==> src/rtl/dcl_pkg.sv <==
package dcl_pkg;

  // number of channels sharing the bus; select and pulse vectors use this
  localparam int NUM_CH = 2;
  localparam int CH_A   = 0;
  localparam int CH_B   = 1;

  typedef enum logic [1:0] {
    TGT_NONE = 2'd0,
    TGT_A    = 2'd1,
    TGT_B    = 2'd2,
    TGT_BOTH = 2'd3
  } target_e;

  // map a detected edge and the sampled active-low selects to a write target
  function automatic target_e decode_target(input logic rise,
                                            input logic [NUM_CH-1:0] sel_n);
    target_e t;
    t = TGT_NONE;
    if (rise) begin
      unique case (sel_n)
        2'b10:   t = TGT_A;
        2'b01:   t = TGT_B;
        2'b00:   t = TGT_BOTH;
        default: t = TGT_NONE;
      endcase
    end
    return t;
  endfunction

  function automatic logic target_hits(input target_e t, input int ch);
    logic hit;
    hit = 1'b0;
    if (t == TGT_BOTH) hit = 1'b1;
    else if (t == TGT_A && ch == CH_A) hit = 1'b1;
    else if (t == TGT_B && ch == CH_B) hit = 1'b1;
    return hit;
  endfunction

endpackage

==> src/rtl/dcl_rst_sync.sv <==
module dcl_rst_sync (
  input  logic clk,
  input  logic rst_n,
  output logic rst_sync_n
);
  logic [1:0] pipe_q;
  logic [1:0] pipe_d;

  always_comb begin
    pipe_d = {pipe_q[0], 1'b1};
  end

  always_ff @(posedge clk or negedge rst_n) begin
    if (!rst_n) pipe_q <= 2'b00;
    else        pipe_q <= pipe_d;
  end

  assign rst_sync_n = pipe_q[1];
endmodule

==> src/rtl/dcl_sync.sv <==
module dcl_sync #(
  parameter int          W       = 8,
  parameter int          STAGES  = 2,
  parameter logic [W-1:0] RST_VAL = '0
) (
  input  logic         clk,
  input  logic         rst_n,
  input  logic [W-1:0] din_i,
  output logic [W-1:0] dout_o
);
  logic [W-1:0] stg_q [STAGES];
  logic [W-1:0] stg_d [STAGES];

  for (genvar g = 0; g < STAGES; g++) begin : g_stage
    if (g == 0) begin : g_first
      always_comb stg_d[g] = din_i;
    end else begin : g_next
      always_comb stg_d[g] = stg_q[g-1];
    end

    always_ff @(posedge clk or negedge rst_n) begin
      if (!rst_n) stg_q[g] <= RST_VAL;
      else        stg_q[g] <= stg_d[g];
    end
  end

  assign dout_o = stg_q[STAGES-1];
endmodule

==> src/rtl/dcl_edge.sv <==
module dcl_edge (
  input  logic clk,
  input  logic rst_n,
  input  logic lvl_i,
  output logic rise_o
);
  logic prev_q;
  logic prev_d;

  always_comb prev_d = lvl_i;

  always_ff @(posedge clk or negedge rst_n) begin
    if (!rst_n) prev_q <= 1'b1;
    else        prev_q <= prev_d;
  end

  assign rise_o = lvl_i & ~prev_q;


  rise_single_chk: assert property (@(posedge clk) disable iff (!rst_n)
    rise_o |=> !rise_o);


  rise_needs_change_chk: assert property (@(posedge clk) disable iff (!rst_n)
    $stable(lvl_i) |=> !rise_o || $changed(lvl_i));
endmodule

==> src/rtl/dcl_hold_reg.sv <==
module dcl_hold_reg #(
  parameter int DATA_W = 12
) (
  input  logic              clk,
  input  logic              rst_n,
  input  logic              load_i,
  input  logic [DATA_W-1:0] din_i,
  output logic [DATA_W-1:0] code_o,
  output logic              upd_o
);
  logic [DATA_W-1:0] code_q, code_d;
  logic              upd_q, upd_d;

  always_comb begin
    code_d = code_q;
    upd_d  = 1'b0;
    if (load_i) begin
      code_d = din_i;
      upd_d  = 1'b1;
    end
  end

  always_ff @(posedge clk or negedge rst_n) begin
    if (!rst_n) begin
      code_q <= '0;
      upd_q  <= 1'b0;
    end else begin
      if (load_i) code_q <= code_d;
      upd_q <= upd_d;
    end
  end

  assign code_o = code_q;
  assign upd_o  = upd_q;


  capture_val_chk: assert property (@(posedge clk) disable iff (!rst_n)
    load_i |=> (code_o == $past(din_i)) && upd_o);


  hold_idle_chk: assert property (@(posedge clk) disable iff (!rst_n)
    !load_i |=> $stable(code_o) && !upd_o);
endmodule

==> src/rtl/dual_code_loader.sv <==
module dual_code_loader
  import dcl_pkg::*;
#(
  parameter int DATA_W      = 12,
  parameter int SYNC_STAGES = 2
) (
  input  logic                     clk,
  input  logic                     rst_n,
  input  logic                     wr_i,
  input  logic [1:0]               sel_n_i,
  input  logic [DATA_W-1:0]        bus_i,
  output logic [2*DATA_W-1:0]      code_o,
  output logic [1:0]               upd_o
);
  localparam int SW = 1 + NUM_CH + DATA_W;
  localparam logic [SW-1:0] SYNC_RST = {1'b1, {NUM_CH{1'b1}}, {DATA_W{1'b0}}};

  logic              rst_int_n;
  logic [SW-1:0]     raw_in, synced;
  logic              wr_s;
  logic [NUM_CH-1:0] sel_s;
  logic [DATA_W-1:0] bus_s;
  logic              rise;
  target_e           tgt;
  logic [NUM_CH-1:0] load_en;

  dcl_rst_sync i_rst (
    .clk        (clk),
    .rst_n      (rst_n),
    .rst_sync_n (rst_int_n)
  );

  assign raw_in = {wr_i, sel_n_i, bus_i};

  // strobe, selects and bus share one pipeline so they stay aligned
  dcl_sync #(.W(SW), .STAGES(SYNC_STAGES), .RST_VAL(SYNC_RST)) i_sync (
    .clk    (clk),
    .rst_n  (rst_int_n),
    .din_i  (raw_in),
    .dout_o (synced)
  );

  assign wr_s  = synced[SW-1];
  assign sel_s = synced[DATA_W +: NUM_CH];
  assign bus_s = synced[DATA_W-1:0];

  dcl_edge i_edge (
    .clk    (clk),
    .rst_n  (rst_int_n),
    .lvl_i  (wr_s),
    .rise_o (rise)
  );

  always_comb tgt = decode_target(rise, sel_s);

  for (genvar c = 0; c < NUM_CH; c++) begin : g_ch
    always_comb load_en[c] = target_hits(tgt, c);

    dcl_hold_reg #(.DATA_W(DATA_W)) i_reg (
      .clk    (clk),
      .rst_n  (rst_int_n),
      .load_i (load_en[c]),
      .din_i  (bus_s),
      .code_o (code_o[c*DATA_W +: DATA_W]),
      .upd_o  (upd_o[c])
    );
  end


  bcast_chk: assert property (@(posedge clk) disable iff (!rst_int_n)
    (rise && sel_s == 2'b00) |=>
      (upd_o == 2'b11) && (code_o[DATA_W-1:0] == code_o[2*DATA_W-1:DATA_W]));


  only_a_chk: assert property (@(posedge clk) disable iff (!rst_int_n)
    (rise && sel_s == 2'b10) |=>
      (upd_o == 2'b01) && $stable(code_o[2*DATA_W-1:DATA_W]));


  only_b_chk: assert property (@(posedge clk) disable iff (!rst_int_n)
    (rise && sel_s == 2'b01) |=>
      (upd_o == 2'b10) && $stable(code_o[DATA_W-1:0]));


  no_sel_chk: assert property (@(posedge clk) disable iff (!rst_int_n)
    (rise && sel_s == 2'b11) |=> (upd_o == 2'b00) && $stable(code_o));


  reset_state_chk: assert property (@(posedge clk)
    !rst_int_n |-> (code_o == '0) && (upd_o == 2'b00));
endmodule

==> config.mk <==
export PLATFORM = sky130hd
export DESIGN_NAME = dual_code_loader
export DESIGN_NICKNAME = d
export VERILOG_FILES = /design/src/rtl/dcl_pkg.sv /design/src/rtl/dcl_rst_sync.sv /design/src/rtl/dcl_sync.sv /design/src/rtl/dcl_edge.sv /design/src/rtl/dcl_hold_reg.sv /design/src/rtl/dual_code_loader.sv
export SDC_FILE = /design/constraint.sdc
export NUM_CORES = 1
export LEC_CHECK = 0
export ABC_AREA = 0
export BUFFER_PORTS_ARGS = -buffer_cell sky130_fd_sc_hd__buf_2
export CORE_MARGIN = 4
export CORE_UTILIZATION = 55
export DETAILED_ROUTE_END_ITERATION = 8
export PLACE_DENSITY = 0.81
export SKIP_CTS_REPAIR_TIMING = 1
export SYNTH_ARGS = -nofsm -noshare
export SYNTH_HDL_FRONTEND = slang
export SYNTH_SLANG_ARGS = --single-unit
==> constraint.sdc <==
create_clock -name clk -period 3.6 [get_ports clk]
set_input_delay 0.18 -clock clk [delete_from_list [all_inputs] [get_ports clk]]
set_output_delay 0.18 -clock clk [all_outputs]
set_load 0.005 [all_outputs]
==> Word level (Yosys, flattened, before mapping) <==
Index checks and enable logic that the tools add are counted.
{ "word_totals": {"reg_bits": 59, "output_inout_bits": 26, "wordCells": 24} }
{ "classes": {"eq_ne": 5, "n_mux": 8, "bitwise": 2, "n_reduce_logical": 1} }
{ "ops": {"columns": ["cell", "count"], "rows": [
  ["== test 2 bit (second input constant)", 3],
  ["2-to-1 mux 1 bit", 6],
  ["one-hot mux 2 bit (3 select lines)", 1],
  ["== test 2 x 1 -> 1 bit (second input constant)", 2],
  ["logical NOT 2 bit", 1],
  ["2-to-1 mux 2 bit", 1],
  ["bitwise AND 1 bit", 1],
  ["NOT 1 bit", 1]
]} }

==> Logic depth before layout (Yosys ltp) <==
Gate-level depths: netlist of run 1.
{ "logic_depth": {"ltp_word": 7, "depth_mapped": 3, "ltp_nobuf": 2} }

==> By module <==
From an unflattened synthesis of run 1, not the netlist that was laid out.
{ "unflattened": {"cells_unflattened": 89, "hier_area_um2": 1898.1} }
{ "modules_own_cells": {"columns": ["module", "instances", "cells_each", "area_each_um2", "seq_area_each_um2"], "rows": [
  ["dcl_hold_reg", 2, 26, 509.2, 325.3],
  ["dcl_sync", 1, 30, 758.2, 758.2],
  ["dcl_rst_sync", 1, 3, 53.8, 50.0],
  ["dcl_edge", 1, 2, 40.0, 26.3],
  ["dual_code_loader", 1, 2, 27.5, 0.0]
]} }

==> Worst setup path before layout of run 1 <==
OpenSTA, ideal clock, no wires.
{ "synth_timing": {"kind": "reg2reg", "startpoint": "register i_sync.stg_q (netlist bit i_sync.dout_o[14])", "endpoint": "register g_ch[0].i_reg.code_q[10]", "t_arrival_ns": 1.252, "path_slack_ns": 2.224, "stages_incl_launch_ff": 4, "period_less_slack_ns": 1.376, "cell_sequence": "dfstp_2 > nor3b_4 > buf_6 > mux2_2"} }
{ "synth_via": {"elab_chain_len": 5, "word_cells_on_any_way": 6, "cone_classes": "eq/ne (2); mux (3); bitwise (1)"} }
{ "synth_lines": {"columns": ["item", "line", "text"], "rows": [
  ["start: declaration", "dcl_sync.sv:11", "logic [W-1:0] stg_q [STAGES];"],
  ["start signal: indexed assignment", "dcl_sync.sv:23", "else stg_q[g] <= stg_d[g];"],
  ["bitwise AND 1 bit (*)", "dcl_edge.sv:17", "assign rise_o = lvl_i & ~prev_q;"],
  ["2-to-1 mux 2 bit (*)", "dcl_pkg.sv:20", "if (rise) begin"],
  ["== test 2 x 1 -> 1 bit", null, null],
  ["2-to-1 mux 1 bit", "dcl_pkg.sv:35", "else if (t == TGT_A && ch == CH_A) hit = 1'b1;"],
  ["2-to-1 mux 1 bit (*)", "dcl_pkg.sv:34", "if (t == TGT_BOTH) hit = 1'b1;"],
  ["named net g_ch[0].i_reg.load_i", "dcl_hold_reg.sv:6", "input logic load_i,"],
  ["end signal: assignment", "dcl_hold_reg.sv:28", "if (load_i) code_q <= code_d;"],
  ["end: declaration", "dcl_hold_reg.sv:11", "logic [DATA_W-1:0] code_q, code_d;"]
]} }
The timed path passes the listed nets; every way through them passes the cells marked *.
A chain may end at the register's enable or synchronous reset.

==> Worst setup path after layout of run 1 <==
{ "layout_timing": {"startpoint": "register i_sync.stg_q (netlist bit i_sync.dout_o[14])", "endpoint": "register g_ch[1].i_reg.code_q[8]"} }
{ "layout_via": {"elab_chain_len": 5, "word_cells_on_any_way": 6, "cone_classes": "eq/ne (2); mux (3); bitwise (1)"} }
{ "layout_lines": {"columns": ["item", "line", "text"], "rows": [
  ["bitwise AND 1 bit (*)", "dcl_edge.sv:17", null],
  ["2-to-1 mux 2 bit (*)", "dcl_pkg.sv:20", null],
  ["== test 2 bit", "dcl_pkg.sv:36", "else if (t == TGT_B && ch == CH_B) hit = 1'b1;"],
  ["2-to-1 mux 1 bit", "dcl_pkg.sv:36", null],
  ["2-to-1 mux 1 bit (*)", "dcl_pkg.sv:34", null],
  ["end signal: assignment", "dcl_hold_reg.sv:28", null],
  ["end: declaration", "dcl_hold_reg.sv:11", null]
]} }
Every way passes the cells marked *; elsewhere a longest branch is shown, timed or not.

==> Flow_metrics.wiki, run 1 <==
{| class="wikitable"
! Metric !! Value
|-
| Area of the die || 4320 um2
|-
| Per-cell routed wire length || between 10 and 15 um
|-
| Critical Path Stages || 2
|-
| Violation count after the first detailed-route iteration || 14
|-
| Share of power burned in registers || between 50% and 60%
|-
| Global router's overall resource usage || 15.3%
|-
| Result of the run || completed
|-
| CP Buf/Inv Count || 0
|-
| Final Slew Violations || 0
|-
| Transition time of the tightest slew-check pin || roughly 0.74 ns
|-
| Layout cell share with drive strength beyond 1 || between 50 and 60%
|-
| CTS sink count || roughly 60
|-
| Final layout net count || between 150 and 200
|-
| RSZ-0062 raised after global routing || no
|-
| Boundary Pins || 43
|-
| DR vias/cell || around 4.6
|-
| Number of fill cells || 190
|-
| Mean instance size in the synthesized netlist || a little over 20 um2
|-
| Starting utilization of the core area || between 50% and 60%
|-
| Switching power as a share of total power || around 22%
|-
| Largest net degree at the start of global routing || 38
|-
| Worst vdd rail ir drop || between 300 and 400 uV
|-
| Synth Flop Type || dfrtp_1
|-
| Number of detailed-route iterations in the first pass || 4
|-
| Start-to-end type of the worst setup path || flop to flop
|-
| Switching power || around 0.31 mW
|-
| Worst-path cell with the longest stage delay || nor3b_4
|-
| Type of the worst min-delay path || input pin to async pin
|-
| Skew final || roughly 0.016 ns
|-
| Cell at the root of the clock tree || clkbuf_4
|-
| Combinational cell fraction of total power || 10.3%
|-
| Setup-violating endpoint count in the final report || 0
|-
| Number of maximum-capacitance violations || 0
|-
| Int Pwr || between 1 and 1.5 mW
|-
| Post-DRT Antenna Nets || 0
|-
| Power, Total || roughly 1.4 mW
|-
| Overflow left after global routing || 0
|-
| Portion of the clock cycle consumed by the worst path in the final layout || between 40% and 50%
|-
| Drc violations || 0
|-
| Worst hold slack after final layout || about 0.12 ns
|-
| Deepest clock path buffer count || 2
|-
| Seq/Total Area, Yosys || 81.0%
|-
| Asr flop ratio synth || 100%
|-
| Number of distinct library cell variants in the gate-level netlist after synthesis || 7
|-
| Area of the placeable core || ~3100 um2
|-
| Die W || roughly 66 um
|-
| Routability congestion estimate from global placement || about 0.63
|-
| Worst Path Required || between 3 and 4 ns
|-
| Critical path cell sequence || nor3b_4 > mux2_2
|-
| Remaining max-slew budget at the tightest pin || between 50% and 60%
|-
| First-pass GRT wire length || approximately 4600 um
|-
| Mapped Area || approximately 1800 um2
|-
| Post-route minimum period || between 1.5 and 2 ns
|-
| Vias post-DR || around 940
|-
| Hpwl dp || approximately 1900 um
|-
| Top cells by area in the synthesized netlist || dfrtp_1 71%, mux2_2 15%, dfstp_2 10%
|-
| Total negative setup slack || 0 ns
|-
| Type of element capturing the critical path || flop
|-
| H-Tree Level Count || 3
|-
| Clock latency on the worst-skew pair || 0.37 ns
|-
| Standard-cell rows || 20
|-
| Clock share of power || roughly 35%
|-
| Highest achievable clock rate || approximately 590 MHz
|-
| Delay of the slowest cell on the worst path || 0.63 ns
|-
| Count of flip-flops with a built-in enable after synthesis || 0
|-
| Die height || 65.8 um
|-
| CP startpoint kind || flop
|-
| Area added between synthesis and finish || 30.2%
|-
| Worst-path maximum fanout || 13
|-
| Most frequent cells after synthesis || 52 x dfrtp_1, 24 x mux2_2, 7 x dfstp_2
|-
| Cell taking the most area after synthesis || dfrtp_1
|-
| YS warnings || 0
|-
| #FFs+latches synth || 59
|-
| Number of failing hold endpoints at the final stage || 0
|-
| CTS clk-pin slew, worst paths || ~0.090 ns
|-
| Number of clock buffers inserted by TritonCTS || 9
|-
| Inserted Diodes || 0
|-
| Arrival time of data at the critical path endpoint || roughly 2.0 ns
|-
| Synth top area share || a little under three quarters
|-
| Worst Reg-to-Reg Cells || 2
|-
| Net count of the mapped netlist || roughly 110
|-
| Vias in the first global route || roughly 960
|-
| Total wire length || about 3000 um
|-
| TritonCTS clock tree || built
|-
| Cell family contributing the most delay on the critical path || simple AND/OR/NAND/NOR gates
|-
| Number of buffer cells added on primary ports || 42
|-
| Initial antenna violation count || 0
|-
| Number of instances in the synthesized netlist || 90
|-
| Power density cells || 590 nW/um2
|-
| Leakage power figure || 1.12 nW
|-
| Most common cell in the netlist || dfrtp_1
|}
## through the flow
step | cells | util [%] | area [um2] | setup WS (ns)
final | 205 | 76.3 | 2390 | 1.89
after global routing | 205 | 76.3 | 2390 | 1.80
after floorplan | 90 | - | 1830 | 1.85
after detailed placement | 173 | 66.2 | 2070 | 1.89
after CTS | 189 | 71.2 | 2230 | 1.87
after global placement | 173 | 66.2 | 2070 | 1.93
## worst paths after layout
kind                                                        to  slack (ns)                        start
setup / recovery           g_ch[1].i_reg.code_o[8]$_DFFE_PN0P_        1.89  i_sync.dout_o[14]$_DFF_PN1_
hold / removal                       i_rst.pipe_q[1]$_DFF_PN0_        0.12                        rst_n
setup reg to reg           g_ch[1].i_reg.code_o[8]$_DFFE_PN0P_        1.89  i_sync.dout_o[14]$_DFF_PN1_
hold reg to reg                     i_sync.dout_o[0]$_DFF_PN0_        0.32    i_rst.pipe_q[1]$_DFF_PN0_
max in group asynchronous  g_ch[0].i_reg.code_o[3]$_DFFE_PN0P_        2.53    i_rst.pipe_q[1]$_DFF_PN0_
min in group clk                    i_sync.dout_o[0]$_DFF_PN0_        0.34    i_sync.stg_d[0]$_DFF_PN0_
## registers in the layout (all words and copies together), names as in the netlist
register           flops
i_rst.pipe_q           2
i_edge.prev_q          1
i_sync.dout_o         15
i_sync.stg_d          15
g_ch.i_reg.upd_o       2
g_ch.i_reg.code_o     24
## cell families (layout without fill, tap and decap cells)
family / count (synthesis) / after routing / share of synthesized area, %
DFF: 59 / 59 / 81.0
other: 1 / 1 / 0.204
buffers and inverters: 4 / 75 / 2.05
muxes: 24 / 24 / 14.7
and+or+nand+nor: 2 / 2 / 2.05
## power by group through the flow
stage                     Sequential, mW  Combinational, mW  Clock (mW)
final                              0.777              0.145       0.486
after global routing               0.788              0.161       0.535
after CTS                          0.779              0.136       0.498
after detailed placement           0.791              0.135           0
after global placement             0.787              0.129           0
after floorplan                    0.792             0.0552           0
## placed cells by master, fill, tap and decap left out
cell type      Yosys  layout
buf_2              0      42
buf_4              2       1
bufinv_16          0       1
clkbuf_4           0       9
clkbuf_8           0       3
clkinv_2           0       2
clkinvlp_4         0       1
conb_1             1       1
dfrtp_1           52      51
dfrtp_2            0       1
dfstp_2            7       7
dlygate4sd3_1      0      16
mux2_2            24      24
nor3b_4            2       2
## final cells by class
type                       count  area [um2]  share of cell area [%]
timing repair buffer          59         378                    15.8
clock inverter                 4        47.5                    1.99
multi-input combinational     27         312                    13.1
clock buffer                  12         109                    4.56
tap                           44        55.1                    2.31
sequential                    59        1490                    62.3
## metal layers
metal | routed length [um] | track usage (%) | up-vias
met5 | 0 | 0 | -
met4 | 48 | 6.99 | 0
met3 | 181 | 7.52 | 6
met2 | 1590 | 24.2 | 30
met1 | 1160 | 17.6 | 475
li1 | - | - | 433
Power figures use the tool's default switching activity.
==> run 2: changes to the inputs <==
Settings changed: CORE_UTILIZATION 55 to 51, PLACE_DENSITY 0.81 to 0.76.
Clock period 3.6 ns to 1.72 ns, I/O delays scaled along.
==> run 2 against run 1 <==
  * Non-clock buffer count rose by 2
  * Clock power is 56% higher
  * Register-to-register slack got worse by 1.6 ns
  * Combinational power is 120% higher
  * Clock skew shrank 0.0067 ns
  * Design area is 0.10% higher
  * Wire length fell by 6.5%
  * Critical endpoint is now g_ch[0].i_reg.code_o[10]$_DFFE_PN0P_
  * Largest cell class unchanged
==> Flow_metrics.wiki, run 2 (synthesized netlist as in run 1, its figures left out) <==
{| class="wikitable"
! Metric !! Value
|-
| Area of the placeable core || 3420 um2 (+9.2%)
|-
| Initial antenna violation count || 0 (unchanged)
|-
| Portion of the clock cycle consumed by the worst path in the final layout || 83.8% (+36 points)
|-
| Start-to-end type of the worst setup path || flop to flop
|-
| Skew final || 0.00948 ns (-0.00665 ns)
|-
| Number of detailed-route iterations in the first pass || 4 (unchanged)
|-
| Die height || 68.0 um (+3.4%)
|-
| Result of the run || completed
|-
| Clock share of power || 28.1% (-6.4 points)
|-
| Worst Reg-to-Reg Cells || 3 (+1)
|-
| Boundary Pins || 43 (unchanged)
|-
| Leading cell type in the layout, fill and taps excluded || dfrtp_1
|-
| Clock latency on the worst-skew pair || 0.37 ns (about the same)
|-
| TritonCTS clock tree || built
|-
| Largest net degree at the start of global routing || 36 (-5.3%)
|-
| DR vias/cell || 4.50 (-2.4%)
|-
| Number of buffer cells added on primary ports || 42 (unchanged)
|-
| Drc violations || 0 (unchanged)
|-
| Reg2Reg Setup Slack || 0.28 ns (-1.62 ns)
|-
| Cell count after placement || 177 (+2.3%)
|-
| Worst vdd rail ir drop || 774 uV (+130%)
|-
| Crit Reg-Reg Endpoint || g_ch[0].i_reg.code_o[10]$_DFFE_PN0P_
|-
| Worst Path Required || 1.98 ns (-1.87 ns)
|-
| Inserted Diodes || 0 (unchanged)
|-
| Final Slew Violations || 0 (unchanged)
|-
| Power density cells || 1130 nW/um2 (+91%)
|-
| Commonest cells after routing, fill and taps aside || 51 x dfrtp_1, 42 x buf_2, 24 x mux2_2, 16 x dlygate4sd3_1, 9 x clkbuf_4
|-
| Number of clock buffers inserted by TritonCTS || 9 (unchanged)
|-
| Total wire length || 2790 um (-6.5%)
|-
| Standard-cell rows || 21 (+5.0%)
|-
| Per-cell routed wire length || 13.4 um (-7.8%)
|-
| Deepest clock path buffer count || 2 (unchanged)
|-
| Cell at the root of the clock tree || clkbuf_4
|-
| Violation count after the first detailed-route iteration || 17 (+3)
|-
| Type of the worst min-delay path || input pin to async pin
|-
| Switching power || 0.627 mW (+100%)
|-
| Hpwl dp || 1770 um (-6.6%)
|-
| Post-DRT Antenna Nets || 0 (unchanged)
|-
| Total negative setup slack || 0 ns (unchanged)
|-
| Area added between synthesis and finish || 30.3%
|-
| Leakage power figure || 1.12 nW (about the same)
|-
| Starting utilization of the core area || 53.7% (-4.9 points)
|-
| Vias in the first global route || 921 (-3.8%)
|-
| RSZ-0062 raised after global routing || no
|-
| Area of the die || 4620 um2 (+6.9%)
|-
| Die W || 68.0 um (+3.4%)
|-
| Arrival time of data at the critical path endpoint || 1.70 ns (-0.25 ns)
|-
| Type of element capturing the critical path || flop
|-
| End-of-flow core utilization || 70.0% (-6.4 points)
|-
| CTS clk-pin slew, worst paths || 0.09 ns (about the same)
|-
| Routability congestion estimate from global placement || 0.636 (+0.82%)
|-
| Highest achievable clock rate || 694 MHz (+18%)
|-
| Overflow left after global routing || 0 (unchanged)
|-
| Vias post-DR || 935 (-0.95%)
|-
| Combinational cell fraction of total power || 11.8% (+1.5 points)
|-
| Post-route minimum period || 1.44 ns (-0.265 ns)
|-
| Reg2reg start || i_sync.dout_o[14]$_DFF_PN1_
|-
| First-pass GRT wire length || 4370 um (-4.1%)
|-
| Number of failing hold endpoints at the final stage || 0 (unchanged)
|-
| Layout cell share with drive strength beyond 1 || 56.8% (-0.97 points)
|-
| CTS sink count || 59 (unchanged)
|-
| Int Pwr || 2.07 mW (+89%)
|-
| Setup-violating endpoint count in the final report || 0 (unchanged)
|-
| Global router's overall resource usage || 13.8% (-1.5 points)
|-
| Number of flip-flops in the largest register || 24 (unchanged)
|-
| Number of maximum-capacitance violations || 0 (unchanged)
|-
| Worst-path maximum fanout || 11 (-2)
|-
| CP startpoint kind || flop
|-
| Switching power as a share of total power || 23.3% (+1.0 points)
|-
| Final layout net count || 175 (+1.2%)
|-
| Share of power burned in registers || 60.2% (+5.0 points)
|-
| H-Tree Level Count || 3 (unchanged)
|-
| Final Non-Filler Cells || 208 (+1.5%)
|}
==> run 2: cell types whose count changed in the layout (fill, tap and decap cells not counted) <==
cell	before	now
buf_12	0	3
clkbuf_1	0	2
clkbuf_8	3	1
buf_4	1	0
bufinv_16	1	0
clkinv_2	2	3
clkinvlp_4	1	0
==> run 2: final cells by class <==
class | count | area, um2
Tap cell | 46 | 57.6
Timing Repair Buffer | 61 | 430
Clock inverter | 3 | 15.0
Clock buffer | 12 | 88.8
Fill cell | 240 | 1030
Multi-Input combinational cell | 27 | 312
Sequential cell | 59 | 1490
==> run 2: metrics by stage <==
| step | cell area [um2] | setup slack, ns | total power [mW] | hold slack (ns) |
|---|---|---|---|---|
| 2_1_floorplan | 1840 | 0.344 | 1.77 | -0.210 |
| 3_3_place_gp | 2130 | 0.309 | 1.93 | -0.127 |
| 3_5_place_dp | 2130 | 0.262 | 1.95 | -0.124 |
| 4_1_cts | 2230 | 0.258 | 2.71 | -0.542 |
| 5_1_grt | 2390 | 0.193 | 2.86 | 0.0112 |
| 6_report | 2390 | 0.279 | 2.69 | 0.0234 |
==> run 2: metal layers <==
layer | global-route usage (%) | up-vias | share of wire (%)
met5 | 0 | - | 0
met4 | 5.21 | 0 | 1.2
met3 | 8.21 | 6 | 6.5
met2 | 21.7 | 33 | 51
met1 | 15.5 | 457 | 41
li1 | - | 439 | -
==> run 2: worst max-delay path, stage by stage, from the launching register on <==
cell and delay (ns):
dfstp_2 0.55, nor3b_4 0.27, buf_12 0.18, mux2_2 0.34
==> run 2: power groups by stage <==
stage                     Sequential [mW]  Clock (mW)  Combinational [mW]
after floorplan                      1.66           0               0.115
after global placement               1.64           0               0.289
after detailed placement             1.65           0               0.294
after CTS                            1.63       0.789               0.298
after global routing                 1.64       0.864               0.354
final                                1.62       0.756               0.317
==> run 2: how the worst max path moves through the flow <==
stage	start	endpoint	slack, ns	depth (start not counted)
after global placement	i_sync.dout_o[14]$_DFF_PN1_	g_ch[0].i_reg.code_o[4]$_DFFE_PN0P_	0.31	3
after CTS	i_sync.dout_o[14]$_DFF_PN1_	g_ch[1].i_reg.code_o[5]$_DFFE_PN0P_	0.26	3
after global routing	i_sync.dout_o[14]$_DFF_PN1_	g_ch[1].i_reg.code_o[5]$_DFFE_PN0P_	0.19	3
after floorplan	i_sync.dout_o[14]$_DFF_PN1_	g_ch[0].i_reg.code_o[10]$_DFFE_PN0P_	0.34	3
final	i_sync.dout_o[14]$_DFF_PN1_	g_ch[0].i_reg.code_o[10]$_DFFE_PN0P_	0.28	3
after detailed placement	i_sync.dout_o[14]$_DFF_PN1_	g_ch[1].i_reg.code_o[5]$_DFFE_PN0P_	0.26	3
==> run 3: changes to the inputs <==
Settings changed: ABC_AREA 0 to 1, CORE_UTILIZATION 51 to 47, PLACE_DENSITY 0.76 to 0.73.
Clock period 1.72 ns to 1.25 ns, I/O delays scaled along.
==> run 3 against run 2 <==
  * Combinational power increased by 33%
  * Maximum frequency increased by 22%
  * Largest power group unchanged
  * Largest cell class unchanged
  * Global-route usage increased by 2.1 points
  * Highest routed layer unchanged
  * Critical path type unchanged
==> Flow_metrics.wiki, run 3 <==
{| class="wikitable"
! Metric !! Value
|-
| Cell taking the most area after synthesis || dfrtp_1
|-
| Post-route minimum period || 1.19 ns (-0.256 ns)
|-
| Most frequent cells after synthesis || 52 x dfrtp_1, 46 x nand2_1, 24 x nand4_1
|-
| Cell at the root of the clock tree || clkbuf_8
|-
| Reg2reg start || i_sync.dout_o[12]$_DFF_PN1_
|-
| First-pass GRT wire length || 6090 um (+39%)
|-
| Start-to-end type of the worst setup path || flop to flop
|-
| Worst hold slack after final layout || 0.0434 ns (+0.0201 ns)
|-
| Layout cell share with drive strength beyond 1 || 35.2% (-22 points)
|-
| Initial antenna violation count || 0 (unchanged)
|-
| Synth top area share || 65.8% (-5.2 points)
|-
| Clock latency on the worst-skew pair || 0.33 ns (-0.04 ns)
|-
| Highest achievable clock rate || 844 MHz (+22%)
|-
| Asr flop ratio synth || 100% (unchanged)
|-
| Global router's overall resource usage || 15.9% (+2.1 points)
|-
| Most common cell in the netlist || dfrtp_1
|-
| Total wire length || 3850 um (+38%)
|-
| Standard-cell rows || 23 (+9.5%)
|-
| Power, Total || 3.99 mW (+48%)
|-
| Reg2Reg Setup Slack || 0.06 ns (-0.21 ns)
|-
| Number of buffer cells added on primary ports || 42 (unchanged)
|-
| Leading cell type in the layout, fill and taps excluded || dfrtp_1
|-
| Seq/Total Area, Yosys || 75.1% (-5.9 points)
|-
| Vias in the first global route || 1295 (+41%)
|-
| #FFs+latches synth || 59 (unchanged)
|-
| Worst-path maximum fanout || 13 (+2)
|-
| Mean instance size in the synthesized netlist || 13.2 um2 (-35%)
|-
| Type of the worst min-delay path || input pin to async pin
|-
| Count of flip-flops with a built-in enable after synthesis || 0 (unchanged)
|-
| Total negative setup slack || 0 ns (unchanged)
|-
| Number of instances in the synthesized netlist || 150 (+67%)
|-
| CTS sink count || 59 (unchanged)
|-
| Number of failing hold endpoints at the final stage || 0 (unchanged)
|-
| Violation count after the first detailed-route iteration || 93 (+76)
|-
| Leakage power figure || 1.30 nW (+16%)
|-
| Number of fill cells || 322 (+34%)
|-
| Portion of the clock cycle consumed by the worst path in the final layout || 94.8% (+11 points)
|-
| Final Slew Violations || 0 (unchanged)
|-
| Setup-violating endpoint count in the final report || 0 (unchanged)
|-
| H-Tree Level Count || 3 (unchanged)
|-
| Met1 WL || 1430 um (+24%)
|-
| Number of flip-flops in the largest register || 24 (unchanged)
|-
| Die height || 72.9 um (+7.2%)
|-
| Crit Reg-Reg Endpoint || g_ch[0].i_reg.code_o[2]$_DFFE_PN0P_
|-
| Die W || 72.9 um (+7.2%)
|-
| Skew final || 0.0114 ns (+0.00187 ns)
|-
| Worst Reg-to-Reg Cells || 4 (+1)
|-
| Net count of the mapped netlist || 167 (+56%)
|-
| Drc violations || 0 (unchanged)
|-
| Commonest cells after routing, fill and taps aside || 51 x dfrtp_1, 46 x nand2_1, 42 x buf_2, 24 x nand4_1, 16 x dlygate4sd3_1
|-
| Per-cell routed wire length || 14.3 um (+6.9%)
|-
| Mapped Area || 1980 um2 (+7.8%)
|-
| Type of element capturing the critical path || flop
|-
| Final layout net count || 232 (+33%)
|-
| Result of the run || completed
|-
| Area added between synthesis and finish || 28.3%
|-
| End-of-flow core utilization || 63.0% (-7.0 points)
|-
| Number of maximum-capacitance violations || 0 (unchanged)
|-
| Starting utilization of the core area || 49.1% (-4.6 points)
|-
| Synth Flop Type || dfrtp_1
|-
| Number of distinct library cell variants in the gate-level netlist after synthesis || 11 (+4)
|-
| Post-DRT Antenna Nets || 0 (unchanged)
|-
| TritonCTS clock tree || built
|-
| Power density cells || 1570 nW/um2 (+39%)
|-
| Vias post-DR || 1334 (+43%)
|-
| Inserted Diodes || 0 (unchanged)
|-
| RSZ-0062 raised after global routing || no
|-
| Routability congestion estimate from global placement || 0.817 (+28%)
|-
| Deepest clock path buffer count || 2 (unchanged)
|-
| CP startpoint kind || flop
|-
| Area of the die || 5310 um2 (+15%)
|-
| Area of the placeable core || 4030 um2 (+18%)
|-
| DR vias/cell || 4.96 (+10%)
|-
| Largest net degree at the start of global routing || 27 (-25%)
|-
| Hpwl dp || 2640 um (+49%)
|-
| Number of clock buffers inserted by TritonCTS || 9 (unchanged)
|-
| Overflow left after global routing || 0 (unchanged)
|-
| Boundary Pins || 43 (unchanged)
|-
| Top cells by area in the synthesized netlist || dfrtp_1 66%, dfstp_2 9.3%, nand2_1 8.7%
|-
| YS warnings || 0 (unchanged)
|-
| Detailed route wirelength on metal3 || 245 um (+35%)
|-
| Area after DPL || 2200 um2 (+3.7%)
|-
| Worst vdd rail ir drop || 974 uV (+26%)
|-
| Number of detailed-route iterations in the first pass || 5 (+1)
|-
| Met2 WL || 2080 um (+47%)
|-
| Worst Path Required || 1.52 ns (-0.46 ns)
|-
| Area of all placed cells without fillers || 2540 um2 (+6.2%)
|-
| Arrival time of data at the critical path endpoint || 1.46 ns (-0.24 ns)
|-
| CTS clk-pin slew, worst paths || 0.06 ns (-0.03 ns)
|-
| Highest routing layer actually used || met4
|}
[run 3: kinds of logic (layout without fill, tap and decap cells)]
| family | Yosys count | count (layout) | share of synthesized area, % |
|---|---|---|---|
| simple gates | 74 | 75 | 18.7 |
| flops | 59 | 59 | 75.1 |
| buf+inv | 16 | 84 | 6.01 |
| other cells | 1 | 1 | 0.190 |
[run 3: routing by layer]
layer	vias up	GRT usage (%)
li1	620	-
met1	651	18.1
met2	48	25.3
met3	15	5.37
met4	0	11.1
met5	-	0
[run 3: where the power goes]
part / switching [mW] / total [mW] / internal [mW]
Clock: 0.662 / 1.36 / 0.693
Combinational: 0.217 / 0.423 / 0.206
Sequential: 0.112 / 2.21 / 2.10
[run 3: worst max path at each step]
| stage | start | to | slack, ns | cells after the start |
|---|---|---|---|---|
| after detailed placement | i_sync.dout_o[13]$_DFF_PN1_ | g_ch[1].i_reg.code_o[7]$_DFFE_PN0P_ | 0.05 | 4 |
| after global placement | i_sync.dout_o[13]$_DFF_PN1_ | g_ch[1].i_reg.code_o[10]$_DFFE_PN0P_ | 0.10 | 4 |
| after CTS | i_sync.dout_o[13]$_DFF_PN1_ | g_ch[1].i_reg.code_o[7]$_DFFE_PN0P_ | 0.05 | 4 |
| after floorplan | i_sync.dout_o[14]$_DFF_PN1_ | g_ch[0].i_reg.code_o[10]$_DFFE_PN0P_ | 0.18 | 5 |
| after global routing | i_sync.dout_o[12]$_DFF_PN1_ | g_ch[0].i_reg.code_o[2]$_DFFE_PN0P_ | 0.002 | 4 |
| final | i_sync.dout_o[12]$_DFF_PN1_ | g_ch[0].i_reg.code_o[2]$_DFFE_PN0P_ | 0.06 | 4 |
[run 3: area by class of cell]
class / instances / area, um2 / area share, %
Clock inverter: 4 / 20.0 / 0.789
Inverter: 5 / 28.8 / 1.13
Tap cell: 50 / 62.6 / 2.46
Clock buffer: 11 / 131 / 5.17
Multi-Input combinational cell: 76 / 384 / 15.1
Timing Repair inverter: 1 / 5.00 / 0.197
Timing Repair Buffer: 63 / 420 / 16.6
Sequential cell: 59 / 1490 / 58.6
[run 3: stage by stage]
| stage | instances | setup slack (ns) |
|---|---|---|
| floorplan | 150 | 0.175 |
| global placement | 236 | 0.100 |
| detailed placement | 236 | 0.0482 |
| CTS | 251 | 0.0522 |
| global route | 269 | 0.00200 |
| finish | 269 | 0.0649 |
[run 3: critical path, stage by stage, from the launching register on]
cell and delay [ns]:
dfstp_2 0.54, clkinvlp_4 0.22, nand3_4 0.21, nand2_1 0.09
nand2_1 0.06
